`src/rtl/epwm_pkg.sv`:
```
package epwm_pkg;
  localparam int DEF_CNT_W = 8;
  localparam int DEF_PS_W  = 4;

  typedef enum logic {
    WAVE_LOW  = 1'b0,
    WAVE_HIGH = 1'b1
  } wave_lvl_e;
endpackage

```
`src/rtl/epwm_prescaler.sv`:
```
module epwm_prescaler #(
  parameter int PS_W = epwm_pkg::DEF_PS_W
) (
  input  logic            clk,
  input  logic            rst_n,
  input  logic            run,
  input  logic [PS_W-1:0] div_sel,
  output logic            tick
);
  localparam logic [PS_W-1:0] PS_ONE = PS_W'(1);

  logic [PS_W-1:0] div_q;
  logic            hit;

  // A lowered setting must not strand the divider above it, hence >=.
  assign hit  = (div_q >= div_sel);
  assign tick = run && hit;

  always_ff @(posedge clk or negedge rst_n) begin
    if (!rst_n) begin
      div_q <= '0;
    end else if (!run || hit) begin
      div_q <= '0;
    end else begin
      div_q <= div_q + PS_ONE;
    end
  end
endmodule

```
`src/rtl/epwm_counter.sv`:
```
module epwm_counter #(
  parameter int CNT_W = epwm_pkg::DEF_CNT_W
) (
  input  logic             clk,
  input  logic             rst_n,
  input  logic             tick,
  output logic [CNT_W-1:0] cnt_q,
  output logic [CNT_W-1:0] cnt_nxt,
  output logic             wrap
);
  localparam logic [CNT_W-1:0] CNT_ONE = CNT_W'(1);

  assign cnt_nxt = tick ? (cnt_q + CNT_ONE) : cnt_q;
  assign wrap    = tick && (&cnt_q);

  always_ff @(posedge clk or negedge rst_n) begin
    if (!rst_n) begin
      cnt_q <= '0;
    end else begin
      cnt_q <= cnt_nxt;
    end
  end
endmodule

```
`src/rtl/epwm_cmp_buffer.sv`:
```
module epwm_cmp_buffer #(
  parameter int CNT_W = epwm_pkg::DEF_CNT_W
) (
  input  logic             clk,
  input  logic             rst_n,
  input  logic             wr_valid,
  output logic             wr_ready,
  input  logic [CNT_W-1:0] wr_data,
  input  logic             load,
  output logic [CNT_W-1:0] act_q,
  output logic [CNT_W-1:0] act_nxt
);
  logic [CNT_W-1:0] shadow_q;
  logic             pend_q;
  logic             take;
  logic             xfer;

  assign wr_ready = 1'b1;
  assign take     = wr_valid && wr_ready;
  assign xfer     = load && pend_q;
  assign act_nxt  = xfer ? shadow_q : act_q;

  always_ff @(posedge clk or negedge rst_n) begin
    if (!rst_n) begin
      shadow_q <= '0;
      pend_q   <= 1'b0;
      act_q    <= '0;
    end else begin
      act_q <= act_nxt;
      if (take) begin
        shadow_q <= wr_data;
        pend_q   <= 1'b1;
      end else if (xfer) begin
        pend_q   <= 1'b0;
      end
    end
  end
endmodule

```
`src/rtl/epwm_wave.sv`:
```
module epwm_wave #(
  parameter int CNT_W = epwm_pkg::DEF_CNT_W
) (
  input  logic             clk,
  input  logic             rst_n,
  input  logic             pwm_en,
  input  logic [CNT_W-1:0] cnt_nxt,
  input  logic [CNT_W-1:0] act_nxt,
  input  logic             wrap,
  input  logic             ovf_clr,
  output logic             pwm_q,
  output logic             flag_q,
  output logic             irq_q
);
  import epwm_pkg::*;

  wave_lvl_e lvl_nxt;

  // Below the compare value means the set at 00h has happened and the
  // clear at the match has not; a zero compare is never exceeded.
  always_comb begin
    lvl_nxt = WAVE_LOW;
    if (pwm_en && (cnt_nxt < act_nxt)) begin
      lvl_nxt = WAVE_HIGH;
    end
  end

  always_ff @(posedge clk or negedge rst_n) begin
    if (!rst_n) begin
      pwm_q  <= 1'b0;
      flag_q <= 1'b0;
      irq_q  <= 1'b0;
    end else begin
      pwm_q  <= (lvl_nxt == WAVE_HIGH);
      flag_q <= wrap || (flag_q && !ovf_clr);
      irq_q  <= wrap;
    end
  end
endmodule

```
`src/rtl/edge_pwm_timer.sv`:
```
module edge_pwm_timer #(
  parameter int CNT_W = epwm_pkg::DEF_CNT_W,
  parameter int PS_W  = epwm_pkg::DEF_PS_W
) (
  input  logic             clk,
  input  logic             rst_n,
  input  logic             run_en,
  input  logic             gate_en,
  input  logic             gate_in,
  input  logic [PS_W-1:0]  presc_sel,
  input  logic             cmp_wr_valid,
  output logic             cmp_wr_ready,
  input  logic [CNT_W-1:0] cmp_wr_data,
  input  logic             pwm_en,
  input  logic             ovf_clr,
  output logic             pwm_out,
  output logic             ovf_flag,
  output logic             ovf_irq
);
  logic             run;
  logic             tick;
  logic             wrap;
  logic [CNT_W-1:0] cnt_q;
  logic [CNT_W-1:0] cnt_nxt;
  logic [CNT_W-1:0] act_cmp;
  logic [CNT_W-1:0] act_nxt;
  logic             cmp_load;

  assign run      = run_en && (!gate_en || gate_in);
  assign cmp_load = wrap || !pwm_en;

  epwm_prescaler #(.PS_W(PS_W)) u_presc (
    .clk     (clk),
    .rst_n   (rst_n),
    .run     (run),
    .div_sel (presc_sel),
    .tick    (tick)
  );

  epwm_counter #(.CNT_W(CNT_W)) u_cnt (
    .clk     (clk),
    .rst_n   (rst_n),
    .tick    (tick),
    .cnt_q   (cnt_q),
    .cnt_nxt (cnt_nxt),
    .wrap    (wrap)
  );

  epwm_cmp_buffer #(.CNT_W(CNT_W)) u_cmp (
    .clk      (clk),
    .rst_n    (rst_n),
    .wr_valid (cmp_wr_valid),
    .wr_ready (cmp_wr_ready),
    .wr_data  (cmp_wr_data),
    .load     (cmp_load),
    .act_q    (act_cmp),
    .act_nxt  (act_nxt)
  );

  epwm_wave #(.CNT_W(CNT_W)) u_wave (
    .clk     (clk),
    .rst_n   (rst_n),
    .pwm_en  (pwm_en),
    .cnt_nxt (cnt_nxt),
    .act_nxt (act_nxt),
    .wrap    (wrap),
    .ovf_clr (ovf_clr),
    .pwm_q   (pwm_out),
    .flag_q  (ovf_flag),
    .irq_q   (ovf_irq)
  );
endmodule

```
`config.mk`:
```
export PLATFORM = sky130hd
export DESIGN_NAME = edge_pwm_timer
export DESIGN_NICKNAME = d
export VERILOG_FILES = /design/src/rtl/epwm_pkg.sv /design/src/rtl/epwm_prescaler.sv /design/src/rtl/epwm_counter.sv /design/src/rtl/epwm_cmp_buffer.sv /design/src/rtl/epwm_wave.sv /design/src/rtl/edge_pwm_timer.sv
export SDC_FILE = /design/constraint.sdc
export NUM_CORES = 1
export LEC_CHECK = 0
export CAP_MARGIN = 10
export CORE_ASPECT_RATIO = 1.4
export CORE_MARGIN = 2
export CORE_UTILIZATION = 48
export DETAILED_ROUTE_END_ITERATION = 8
export GPL_ROUTABILITY_DRIVEN = 0
export PLACE_DENSITY = 0.74
export SLEW_MARGIN = 10
export SYNTH_ARGS = -nofsm -noshare
export SYNTH_HDL_FRONTEND = slang
export SYNTH_SLANG_ARGS = --single-unit
```
`constraint.sdc`:
```
create_clock -name clk -period 2.9 [get_ports clk]
set_input_delay 0.29 -clock clk [delete_from_list [all_inputs] [get_ports clk]]
set_output_delay 0.29 -clock clk [all_outputs]
set_load 0.01 [all_outputs]
```
==> impl_metrics.toml <==
[floorplanning]
die_w_um = 54.1
core_sq_um = 3380
die_area_sq_um = 4010
ios = 24
start_util_pct = 49.9
row_count = 25
die_h_um = 74.1

[yosys]
ys.flop_type = "dfrtp_1"
yosys.area_share.xor_xnor_pct = 4.16
syn_area_sq_um = 1680
syn_nets = 175
synth_compound_area_share_pct = 8.47
ys_seq_area_share_pct = 47.5
synthCells = 142
synth_common_cells = "dfrtp_1 (32), ha_1 (13), mux2_2 (12), nand2_1 (11), inv_1 (9)"
yosysTopAreaCell = "dfrtp_1"
ys_top_cells_by_area = "dfrtp_1 (48%), ha_1 (9.7%), mux2_2 (8.0%), mux2i_1 (4.2%), mux2_4 (2.7%)"
synth.most_common_cell = "dfrtp_1"
ys_seq_elements = 32
synth-edff-count = 0
yosysWarningCount = 0
avgSynthCellArea_sq_um = 11.9
yosysUniqueCellTypes = 38
synthAdderAreaFrac_pct = 9.66
async_reset_ff_share_pct = 100
synth_top_family_by_area = "multiplexers"
synth_top_area_share_pct = 47.5
synth-simple-area-share_pct = 11.2
synthMuxAreaShare_pct = 14.9

[setup_path]
endpoint_kind = "flip-flop"
cp.arrival_ns = 3.00
slowest_stage = "clkdlybuf4s50_1"
critical_path.max_fanout = 5
cp_cell_sequence = "clkdlybuf4s50_1 > inv_1 > ha_1 > o211ai_1 > o21ai_2 > a31o_4 > nand2_4 > buf_4 > buf_4 > mux2i_2 > ha_1 > a21oi_2 > nand2_1 > a21oi_1 > a21o_1"
reg2reg_to = "u_wave.pwm_q"
crit_required_ns = 3.12
r2r_cells = 12
slowest_delay_ns = 0.46
r2r_start = "u_presc.div_q[1]"
cp_num_buf_inv = 4
path_class = "input port to flip-flop"
start_kind = "input port"
path_delay_family = "compound AO/OA/AOI/OAI gates"
r2r_setup_slack_ns = 0.17

[sta]
setup_viol = 0
final-hold-violation-count = 0
max_freq_mhz = 359
slew_viol_final = 0
fin_setup_tns_ns = 0
finClkSkew_ns = 0.00591
rsz0062_at_grt = "true"
fin_crit_sh_pct = 95.9
min_period_ns = 2.78

[finish]
area_growth_pct = 29.3
design_area_sq_um = 2180
layout.nets = 215
regArea_sq_um = 801
fill_cells = 275
drive_gt1_share_pct = 28.4
multiInputGateArea_sq_um = 875
antenna_cells = 0
utilization_pct = 64.4

[power_and_ir_drop]
peakVddDrop_mv = 0.416
p_seq_share_pct = 47.1
powerDensity_nw_per_um2 = 530
p_sw_uw = 312
p_int_uw = 842
switching_share_pct = 27.0
combPwrFrac_pct = 22.9
p_leak_uw = 0.00108
clkPwrFrac_pct = 30.0

[cts]
clk_latency_ns = 0.28
ctsLongestPathBuffers = 2
cts_tree = "built"
cts_htree_levels = 2
ctsHoldBuffers = 0
root_buffer = "clkbuf_8"
clock_sinks = 32
path_clk_slew_ns = 0.06
numCtsBuffers = 5

[routing]
wl_mm = 3.33
drtAntennaViolNets = 0
dr.pass1.iters = 4
vias = 1207
drt-vias-per-instance = 5.41
drt_iter0_markers = 5
drc = 0
post_drt_wl_per_cell_um = 14.9

[hold_path]
min_path_type = "input port to async pin"

[global_routing]
grt_pass1_vias = 1349
grt_pass1_wl_mm = 5.53
grt_usage_pct = 19.7
overflow = 0
antenna_found_initial = 0
grt_max_degree = 33

[placed_design]
hpwl_mm = 2.54
io_buffers = 22
place_area_sq_um = 2010

[status]
status = "completed"

[flow_run]
maxCapViolations = 0
## how the worst max path moves through the flow
stage,from,end,depth (start not counted)
2_1_floorplan,u_presc.div_q[0],u_wave.pwm_q,14
3_3_place_gp,presc_sel[3],u_wave.pwm_q,14
3_5_place_dp,presc_sel[3],u_wave.pwm_q,14
4_1_cts,presc_sel[1],u_wave.pwm_q,14
5_1_grt,presc_sel[3],u_wave.pwm_q,15
6_report,presc_sel[3],u_wave.pwm_q,15
## state kept, by name, summed over array words and instances (netlist names)
| name | flops |
|---|---|
| u_cmp.shadow_q | 8 |
| u_presc.div_q | 4 |
| u_wave.flag_q | 1 |
| u_wave.pwm_q | 1 |
| u_wave.irq_q | 1 |
| u_cnt.cnt_q | 8 |
| u_cmp.act_q | 8 |
| u_cmp.pend_q | 1 |
## per-stage QoR
step / setup WS [ns] / power (uW) / hold WS (ns) / cells
after global placement: -0.0976 / 778 / 0.460 / 212
after CTS: 0.0599 / 1140 / 0.414 / 220
final: 0.118 / 1150 / 0.408 / 223
after global routing: -0.0612 / 1230 / 0.453 / 223
after floorplan: 0.240 / 699 / -0.00559 / 142
after detailed placement: -0.235 / 791 / 0.478 / 212
## power groups by stage
stage                     Clock (uW)  Sequential, uW  Combinational (uW)
after floorplan                    0             540                 159
after global placement             0             549                 229
after detailed placement           0             551                 240
after CTS                        358             543                 243
after global routing             376             553                 297
final                            346             544                 264
## timing repair
item,in CTS,in global routing
setup buffers,0,3
gates resized for setup,0,11
endpoints found under the setup margin,0,1
## final cells by class
type / count / area share [%]
multi-input cells: 98 / 40.2
clock buffers: 8 / 4.14
flip-flops and latches: 32 / 36.8
well taps: 40 / 2.30
repair buffers: 36 / 15.1
inverters: 9 / 1.55
## cell families after synthesis
group | Yosys count
simple gates | 35
flops | 32
mux | 22
compound gates | 19
fa+ha+maj | 13
buf+inv | 12
xor+xnor | 8
other cells | 1
## routing by layer
metal	vias to the layer above	track usage [%]	share of wire [%]
met1	591	19.3	36
met2	30	36.2	57
met4	0	10.3	3.3
met3	10	5.42	3.1
li1	576	-	-
met5	-	0	0
## worst register-to-register path: cells and delay by family, from the launching register on
| kind | cells | cell delay (ns) |
|---|---|---|
| compound gates | 6 | 1.09 |
| fa+ha+maj | 2 | 0.55 |
| flops | 1 | 0.41 |
| mux | 1 | 0.21 |
| simple gates | 3 | 0.39 |
## placed cells by master, fill, tap and decap left out, types with 3 or more instances in the layout
cell / netlist / final
nor2_1: 6 / 6
xnor2_1: 4 / 3
nand2_1: 11 / 11
dfrtp_1: 32 / 32
buf_4: 1 / 14
xor2_1: 4 / 4
mux2_2: 12 / 12
mux2_4: 3 / 3
ha_1: 13 / 13
mux2i_1: 7 / 6
clkdlybuf4s50_1: 0 / 21
clkbuf_8: 0 / 6
a21oi_2: 0 / 3
nand3_1: 4 / 3
inv_1: 9 / 9
Note: power is estimated with default switching activity, not from simulation.
